$ cat config.mk
export PLATFORM = sky130hd
export DESIGN_NAME = iowin_xlate
export DESIGN_NICKNAME = d
export VERILOG_FILES = /design/src/rtl/iowin_pkg.sv /design/src/rtl/iowin_regs.sv /design/src/rtl/iowin_match.sv /design/src/rtl/iowin_select.sv /design/src/rtl/iowin_xlate.sv
export SDC_FILE = /design/constraint.sdc
export NUM_CORES = 1
export LEC_CHECK = 0
export ABC_AREA = 1
export BUFFER_PORTS_ARGS = -buffer_cell sky130_fd_sc_hd__buf_4
export CAP_MARGIN = 5
export CORE_UTILIZATION = 30
export DETAILED_ROUTE_END_ITERATION = 6
export GPL_TIMING_DRIVEN = 0
export SLEW_MARGIN = 15
export SYNTH_ARGS = -nofsm -noshare
export SYNTH_HDL_FRONTEND = slang
export SYNTH_SLANG_ARGS = --single-unit
$ cat constraint.sdc
create_clock -name clk -period 4.6 [get_ports clk]
set_input_delay 0 -clock clk [delete_from_list [all_inputs] [get_ports clk]]
set_output_delay 0 -clock clk [all_outputs]
set_load 0.02 [all_outputs]
$ cat src/rtl/iowin_pkg.sv
package iowin_pkg;
    localparam int IOW_ADDR_W = 16;
    localparam int IOW_NUM    = 7;

    typedef enum logic [1:0] {
        FLD_START = 2'd0,
        FLD_END   = 2'd1,
        FLD_OFS   = 2'd2,
        FLD_CTRL  = 2'd3
    } cfg_field_e;

    localparam logic [1:0] WM_AUTO  = 2'b00;
    localparam logic [1:0] WM_FORCE8  = 2'b01;
    localparam logic [1:0] WM_FORCE16 = 2'b10;
endpackage

$ cat src/rtl/iowin_regs.sv
module iowin_regs
    import iowin_pkg::*;
#(
    parameter int NUM_WIN = IOW_NUM,
    parameter int ADDR_W  = IOW_ADDR_W,
    localparam int IDX_W  = $clog2(NUM_WIN + 1)
) (
    input  logic                             clk,
    input  logic                             rst,
    input  logic                             we,
    input  logic [IDX_W-1:0]                 win,
    input  logic [1:0]                       sel,
    input  logic [ADDR_W-1:0]                wdata,
    output logic [NUM_WIN-1:0]               en,
    output logic [NUM_WIN-1:0][ADDR_W-1:0]   lo,
    output logic [NUM_WIN-1:0][ADDR_W-1:0]   hi,
    output logic [NUM_WIN-1:0][ADDR_W-1:0]   ofs,
    output logic [NUM_WIN-1:0][1:0]          wmode,
    output logic [NUM_WIN-1:0]               tsel
);
    for (genvar g = 0; g < NUM_WIN; g++) begin : g_win
        logic wr_here;
        assign wr_here = we && (win == IDX_W'(g));

        always_ff @(posedge clk) begin
            if (rst) begin
                en[g]    <= 1'b0;
                lo[g]    <= '0;
                hi[g]    <= '0;
                ofs[g]   <= '0;
                wmode[g] <= WM_AUTO;
                tsel[g]  <= 1'b0;
            end else if (wr_here) begin
                unique case (cfg_field_e'(sel))
                    FLD_START: lo[g]  <= wdata;
                    FLD_END:   hi[g]  <= wdata;
                    FLD_OFS:   ofs[g] <= wdata;
                    FLD_CTRL: begin
                        en[g]    <= wdata[0];
                        wmode[g] <= wdata[2:1];
                        tsel[g]  <= wdata[3];
                    end
                endcase
            end
        end
    end
endmodule

$ cat src/rtl/iowin_match.sv
module iowin_match
    import iowin_pkg::*;
#(
    parameter int NUM_WIN = IOW_NUM,
    parameter int ADDR_W  = IOW_ADDR_W
) (
    input  logic [ADDR_W-1:0]               addr,
    input  logic [NUM_WIN-1:0]              en,
    input  logic [NUM_WIN-1:0][ADDR_W-1:0]  lo,
    input  logic [NUM_WIN-1:0][ADDR_W-1:0]  hi,
    output logic [NUM_WIN-1:0]              match
);
    for (genvar g = 0; g < NUM_WIN; g++) begin : g_cmp
        assign match[g] = en[g] && (addr >= lo[g]) && (addr <= hi[g]);
    end
endmodule

$ cat src/rtl/iowin_select.sv
module iowin_select
    import iowin_pkg::*;
#(
    parameter int NUM_WIN = IOW_NUM,
    parameter int ADDR_W  = IOW_ADDR_W,
    localparam int IDX_W  = $clog2(NUM_WIN + 1)
) (
    input  logic                            clk,
    input  logic                            rst,
    input  logic [ADDR_W-1:0]               addr,
    input  logic                            io16_n,
    input  logic [NUM_WIN-1:0]              match,
    input  logic [NUM_WIN-1:0][ADDR_W-1:0]  ofs,
    input  logic [NUM_WIN-1:0][1:0]         wmode,
    input  logic [NUM_WIN-1:0]              tsel,
    output logic                            hit,
    output logic [IDX_W-1:0]                idx,
    output logic [ADDR_W-1:0]               card_addr,
    output logic                            wide16,
    output logic                            tset,
    output logic                            overlap
);
    logic [IDX_W:0] n_match;
    logic [1:0]     mode_sel;

    always_comb begin
        idx     = '0;
        n_match = '0;
        for (int i = NUM_WIN - 1; i >= 0; i--) begin
            if (match[i]) begin
                idx     = IDX_W'(i);
                n_match = n_match + (IDX_W+1)'(1);
            end
        end
    end

    assign hit      = |match;
    assign overlap  = (n_match > (IDX_W+1)'(1));
    assign mode_sel = wmode[idx];

    always_comb begin
        card_addr = '0;
        wide16    = 1'b0;
        tset      = 1'b0;
        if (hit) begin
            card_addr = addr + ofs[idx];
            tset      = tsel[idx];
            unique case (mode_sel)
                WM_FORCE8:  wide16 = 1'b0;
                WM_FORCE16: wide16 = 1'b1;
                default:    wide16 = ~io16_n;
            endcase
        end
    end


    no_hit_quiet_chk: assert property (@(posedge clk) disable iff (rst)
        !hit |-> (idx == '0 && card_addr == '0 && !wide16 && !tset && !overlap));

    overlap_count_chk: assert property (@(posedge clk) disable iff (rst)
        overlap |-> ($countones(match) >= 2));

    single_hit_chk: assert property (@(posedge clk) disable iff (rst)
        (hit && !overlap) |-> ($countones(match) == 1 && match[idx]));
endmodule

$ cat src/rtl/iowin_xlate.sv
module iowin_xlate
    import iowin_pkg::*;
#(
    parameter int NUM_WIN = IOW_NUM,
    parameter int ADDR_W  = IOW_ADDR_W,
    localparam int IDX_W  = $clog2(NUM_WIN + 1)
) (
    input  logic              clk,
    input  logic              rst,
    input  logic              cfg_we,
    input  logic [IDX_W-1:0]  cfg_win,
    input  logic [1:0]        cfg_sel,
    input  logic [ADDR_W-1:0] cfg_wdata,
    input  logic [ADDR_W-1:0] host_addr,
    input  logic              card_io16_n,
    output logic              hit,
    output logic [IDX_W-1:0]  win_idx,
    output logic [ADDR_W-1:0] card_addr,
    output logic              wide16,
    output logic              tset,
    output logic              overlap_err
);
    logic [NUM_WIN-1:0]             w_en;
    logic [NUM_WIN-1:0][ADDR_W-1:0] w_lo;
    logic [NUM_WIN-1:0][ADDR_W-1:0] w_hi;
    logic [NUM_WIN-1:0][ADDR_W-1:0] w_ofs;
    logic [NUM_WIN-1:0][1:0]        w_mode;
    logic [NUM_WIN-1:0]             w_tsel;
    logic [NUM_WIN-1:0]             w_match;

    iowin_regs #(.NUM_WIN(NUM_WIN), .ADDR_W(ADDR_W)) u_regs (
        .clk(clk), .rst(rst), .we(cfg_we), .win(cfg_win), .sel(cfg_sel),
        .wdata(cfg_wdata), .en(w_en), .lo(w_lo), .hi(w_hi), .ofs(w_ofs),
        .wmode(w_mode), .tsel(w_tsel)
    );

    iowin_match #(.NUM_WIN(NUM_WIN), .ADDR_W(ADDR_W)) u_match (
        .addr(host_addr), .en(w_en), .lo(w_lo), .hi(w_hi), .match(w_match)
    );

    iowin_select #(.NUM_WIN(NUM_WIN), .ADDR_W(ADDR_W)) u_sel (
        .clk(clk), .rst(rst), .addr(host_addr), .io16_n(card_io16_n),
        .match(w_match), .ofs(w_ofs), .wmode(w_mode), .tsel(w_tsel),
        .hit(hit), .idx(win_idx), .card_addr(card_addr), .wide16(wide16),
        .tset(tset), .overlap(overlap_err)
    );


    reset_clear_chk: assert property (@(posedge clk) disable iff (rst)
        $past(rst) |-> !hit);

    disable_write_chk: assert property (@(posedge clk) disable iff (rst)
        (cfg_we && cfg_sel == FLD_CTRL && !cfg_wdata[0] && cfg_win < IDX_W'(NUM_WIN))
        |=> !(hit && win_idx == $past(cfg_win)));
endmodule

==> results.yml, run 1 <==
yosys:
  synth_common_cells: "nand2_1, nor2_1, inv_1"
  synth_top_family_by_area: "compound AO/OA/AOI/OAI gates"
  syn_avg_cell_area_um2: 7.37
  synthFlopType: "dfxtp_1"
  synthMuxAreaShare_pct: 0
  ys_seq_elements: 364
  yosys.area_share.adder_pct: 15.2
  synth.area.top_cells: "dfxtp_1, ha_1, a211oi_1, nand2_1, nor2_1"
  synthArstFlopShare_pct: 0
  synth_xor_area_share_pct: 0.378
  synth_compound_area_share_pct: 19.9
  synth_cells: 2829
  synth_edf_count: 0
  netlist-cell-type-count: 51
  syn_nets: 3122
  ys_warn_count: 0
  synth-simple-area-share_pct: 19.3
  synth_top_area_share_pct: 34.9
  synth.most_common_cell: "nand2_1"
  syn-cell-area_um2: 20900
  synth_top_cell_by_area: "dfxtp_1"
  synth-seq-area-share_pct: 34.9
drt:
  ant_nets: 0
  drc: 0
  drt-initial-drc-count: 1700
  via_per_inst: 5.04
  post_drt_wl_per_cell_um: 19.4
  dr.pass1.iters: 5
  num_vias: 20064
  drt-total-wl_um: 77100
clock_network:
  clk_pin_slew_worst_paths_ns: 0.06
  clock_latency_ns: 0.58
  htree_levels: 2
  cts_buffer_depth: 3
  cts-root-buf: "clkbuf_16"
  cts_sinks: 364
  cts_tree: "built"
  numCtsBuffers: 43
worst_setup_path:
  cp.depth: 34
  end_kind: "output port"
  crit_arrival_ns: 5.20
  required_ns: 4.60
  critPathMaxStageDelay_ns: 0.33
  r2r_cells: 2
  critPathMaxFanout: 7
  cp_slowest_cell: "ha_4"
  critPathBufInv: 5
  rrSetupSlack_ns: 3.81
  cp-start-kind: "register"
  crit_type: "reg -> out"
  critPathMostFrequentCell: "a21oi_2"
  cp_top_family: "compound AO/OA/AOI/OAI gates"
job:
  cap_violations: 0
timing:
  min_period_ns: 5.20
  fin_crit_sh_pct: 113
  setup_ws_ns: -0.595
  maxSlewHeadroom_pct: 13.6
  setup_violations: 11
  skew_ns: 0
  worstMarginPinSlew_ns: 1.30
  fmax_mhz: 192
  slew_violations: 0
  finalHoldViolations: 0
  rsz0062_at_grt: "yes"
global_route:
  overflow: 0
  grt_pass1_wl_um: 114000
  grt_max_degree: 17
  antenna_found_initial: 1
  grt_pass1_vias: 18545
  grt.total_usage_pct: 21.5
finish:
  finalNonFillerCells: 3978
  area_growth_pct: 21.6
  fin_util_pct: 36.9
  final_nets: 3308
  diodes: 0
  fillers: 7216
  drive_gt1_share_pct: 12.2
  design_area_um2: 25400
hold_path:
  min_path_cells: 3
  hold_path.class: "in -> reg"
die:
  die_y_um: 266
  dieArea_um2: 70600
  dieWidth_um: 266
  initial_core_util_pct: 30.4
  core_area_um2: 68700
  rows: 96
  io_pins: 64
pwr:
  leakage_nw: 9.72
  peakVddDrop_mv: 0.233
  p_per_area_nw_per_um2: 302
placed_design:
  port_buffers: 58
  gp_congestion: 0.917
  place_hpwl_um: 51200
  placed_cells: 3818
  place_area_um2: 22500
status:
  failed_checks: "negative setup slack"
  status: "complete, but fails checks"
-- per-layer routing --
metal  vias up  share of wire (%)  global-route usage (%)
li1       9813                  -                       -
met1      9401                 44                    29.0
met2       705                 45                    34.0
met3       143                7.2                    3.25
met4         2                3.8                    8.84
met5         -              0.016                       0
-- logic make-up after synthesis --
group / after synthesis
flops: 364
fa+ha+maj: 252
xor+xnor: 9
simple gates: 986
buf+inv: 548
compound gates: 670
-- cells in the final DEF, fill, tap and decap left out, drive strengths merged, types with 4 or more instances in the layout --
cell type      n
inv          382
buf          158
a21oi        239
a211oi       279
o21a           6
dlygate4sd3   17
o21ai        113
nor3          20
nand4         17
xor2           6
dfxtp        364
o21bai         4
o22ai         15
clkbuf       200
nand2        442
clkinv         5
a21o           4
nor2         400
ha           251
nand3         99
-- tightest hold or removal path: cells and delay by family --
kind                   cells  cell delay [ns]
AO/OA/AOI/OAI              1             0.05
buffers and inverters      1             0.32
AND/OR/NAND/NOR            1             0.19
-- state kept, by name, indices dropped and copies added (netlist names) --
register	cells
u_regs.hi	112
u_regs.wmode	14
u_regs.lo	112
u_regs.tsel	7
u_regs.ofs	112
u_regs.en	7
-- per-stage QoR --
step,hold WS [ns],setup slack (ns),power [mW],TNS [ns]
final,0.0478,-0.595,7.67,-4.83
after global routing,0.0574,-0.886,7.91,-8.01
after CTS,0.00823,-0.680,7.65,-6.29
after detailed placement,0.330,-1.25,4.05,-10.17
after global placement,0.328,-1.23,4.05,-9.99
after floorplan,0.135,0.117,3.71,0
-- power by group --
group	internal [mW]	total [mW]	switching, mW
clock network	2.16	3.59	1.43
logic	0.270	0.877	0.607
registers	3.19	3.20	0.0109
total	5.62	7.67	2.05
-- final timing paths --
check / start / to
setup / recovery: u_regs.hi[105] / card_addr[13]
hold / removal: cfg_wdata[0] / u_regs.ofs[48]
hold reg to reg: u_regs.ofs[87] / u_regs.ofs[87]
setup reg to reg: u_regs.ofs[57] / u_regs.ofs[57]
-- layout make-up --
type	instances	area (um^2)	area share, %
well taps	931	1160	4.59
repair buffers	141	1120	4.43
flip-flops and latches	364	7290	28.7
multi-input cells	1917	12100	47.7
clock buffers	69	1350	5.31
plain buffers	165	777	3.06
inverters	383	1450	5.72
clock inverters	8	115	0.454
-- what timing repair did --
action / CTS / global route
endpoints found under the hold margin: 26 / 0
endpoints found under the setup margin: 17 / 17
hold buffers: 17 / 0
buffers inserted: 38 / 39
resized for setup: 69 / 113
pin swaps: 33 / 72
Note: power is estimated with default switching activity, not from simulation.
==> run 2, diff against run 1 <==
--- a/config.mk
+++ b/config.mk
@@ -12,4 +12,5 @@
 export DETAILED_ROUTE_END_ITERATION = 6
 export GPL_TIMING_DRIVEN = 0
+export REMOVE_ABC_BUFFERS = 1
 export SLEW_MARGIN = 15
 export SYNTH_ARGS = -nofsm -noshare
==> constraint.sdc (replaced) <==
create_clock -name clk -period 4.6 [get_ports clk]
set_input_delay 0.23 -clock clk [delete_from_list [all_inputs] [get_ports clk]]
set_output_delay 0.23 -clock clk [all_outputs]
set_load 0.02 [all_outputs]
==> run 2 against run 1 <==
Compared with the run above: clock skew stayed put; sequential power about the same; clock-buffer cell count is 8 lower; largest power group unchanged; the flow still finishes with violations (negative setup slack); total power fell by 3.8%; critical path type unchanged; sequential cell count unchanged; combinational power decreased by 8.4%; hold slack improved by 0.062 ns; die area unchanged; via count down 6.8%.
==> results.yml, run 2 (synthesis gave the netlist of run 1 again) <==
timing:
  fin_crit_sh_pct: 118
  finalHoldViolations: 0
  skew_ns: 0
  hold_ws_ns: 0.110
  fmax_mhz: 184
  slew_violations: 0
  setup_violations: 14
  rsz0062_at_grt: "yes"
  min_period_ns: 5.44
  maxSlewHeadroom_pct: 17.2
  worstMarginPinSlew_ns: 1.24
  setup_ws_ns: -0.844
global_route:
  grt_pass1_vias: 17319
  grt_pass1_wl_um: 98200
  grt_max_degree: 129
  antenna_found_initial: 2
  grt.total_usage_pct: 17.8
  overflow: 0
pwr:
  switching_share_pct: 26.5
  leakage_nw: 9.61
  power_mw: 7.38
  clkPwrFrac_pct: 45.8
  p_seq_share_pct: 43.4
  switchingPower_mw: 1.96
  combPwrFrac_pct: 10.9
  intPower_mw: 5.43
  peakVddDrop_mv: 0.225
  p_per_area_nw_per_um2: 294
clock_network:
  numCtsBuffers: 43
  cts_tree: "built"
  cts_buffer_depth: 3
  cts_sinks: 364
  htree_levels: 2
  cts-root-buf: "clkbuf_16"
  ctsHoldBuffers: 0
  clock_latency_ns: 0.58
  clk_pin_slew_worst_paths_ns: 0.06
finish:
  top_regs: "u_regs.hi x112, u_regs.lo x112, u_regs.ofs x112"
  final_cell_mix: "nand2_1, nor2_1, inv_1"
  fin_util_pct: 36.6
  final_nets: 3162
  drive_gt1_share_pct: 14.4
  diodes: 0
  layout_commonest_cell: "nand2_1"
  area_growth_pct: 20.4
drt:
  num_vias: 18692
  post_drt_wl_per_cell_um: 16.7
  dr.pass1.iters: 6
  via_per_inst: 4.88
  drt-total-wl_um: 64000
  drc: 0
  ant_nets: 0
  drt-initial-drc-count: 1345
worst_setup_path:
  cp-start-kind: "register"
  critPathMaxStageDelay_ns: 0.31
  critPathMostFrequentCell: "a21oi_2"
  crit_type: "reg -> out"
  critPathMaxFanout: 4
  end_kind: "output port"
  cp_slowest_cell: "dfxtp_2"
  crit_arrival_ns: 5.21
  required_ns: 4.37
die:
  die_y_um: 266
  dieArea_um2: 70600
  dieWidth_um: 266
  initial_core_util_pct: 30.4
  rows: 96
  core_area_um2: 68700
  io_pins: 64
status:
  status: "complete, but fails checks"
  failed_checks: "negative setup slack"
placed_design:
  gp_congestion: 0.838
  port_buffers: 63
  place_hpwl_um: 37200
hold_path:
  hold_path.class: "in -> reg"
job:
  cap_violations: 0
[run 2: final timing paths]
path,from,end,slack [ns],cells after the start
max,u_regs.hi[105],card_addr[13],-0.84,33
min,cfg_wdata[15],u_regs.ofs[95],0.11,3
max reg2reg,u_regs.hi[105],u_regs.hi[105],3.82,3
min reg2reg,u_regs.ofs[95],u_regs.ofs[95],0.46,2
[run 2: per-stage QoR]
stage,std cells,setup WS (ns),setup TNS [ns],cell area [um^2]
floorplan,2664,-0.698,-2.91,20200
global placement,3658,-3.00,-37.49,21800
detailed placement,3662,-3.01,-35.16,21900
CTS,3786,-1.04,-8.47,24200
global route,3827,-1.04,-9.54,25100
finish,3827,-0.844,-6.26,25100
[run 2: area by class of cell]
type                       instances  area, um^2
fill                            7089       43600
multi-input combinational       1922       12400
sequential                       364        7300
tap                              931        1160
clock inverter                    11         125
timing repair buffer             153        1390
timing repair inverter             2        27.5
clock buffer                      61        1230
inverter                         383        1500
[run 2: worst max-delay path, delay by kind of cell, from the launching register on]
| kind | cells | cell delay (ns) |
|---|---|---|
| buffers and inverters | 4 | 0.55 |
| adders and majority gates | 3 | 0.65 |
| DFF | 1 | 0.31 |
| AOI/OAI and AO/OA | 11 | 1.45 |
| and+or+nand+nor | 14 | 1.36 |
| xor gates and xnor gates | 1 | 0.29 |
[run 2: timing repair]
item | CTS | global route
setup buffers | 48 | 38
pin swaps | 64 | 89
cloned | 5 | 3
resized for setup | 119 | 128
endpoints found under the setup margin | 19 | 18
[run 2: power groups by stage]
stage | registers (mW) | logic [mW] | clock network [mW]
after global routing | 3.20 | 0.897 | 3.56
after detailed placement | 3.27 | 0.718 | 0
after floorplan | 3.27 | 0.363 | 0
final | 3.20 | 0.803 | 3.38
after global placement | 3.27 | 0.697 | 0
after CTS | 3.20 | 0.766 | 3.44
[run 2: layer usage]
| metal | global-route usage, % | vias to the layer above | routed length [um] |
|---|---|---|---|
| met2 | 30.4 | 399 | 30300 |
| li1 | - | 9556 | - |
| met1 | 23.1 | 8640 | 29200 |
| met5 | 0 | - | 22 |
| met4 | 5.65 | 4 | 1620 |
| met3 | 2.38 | 93 | 2830 |
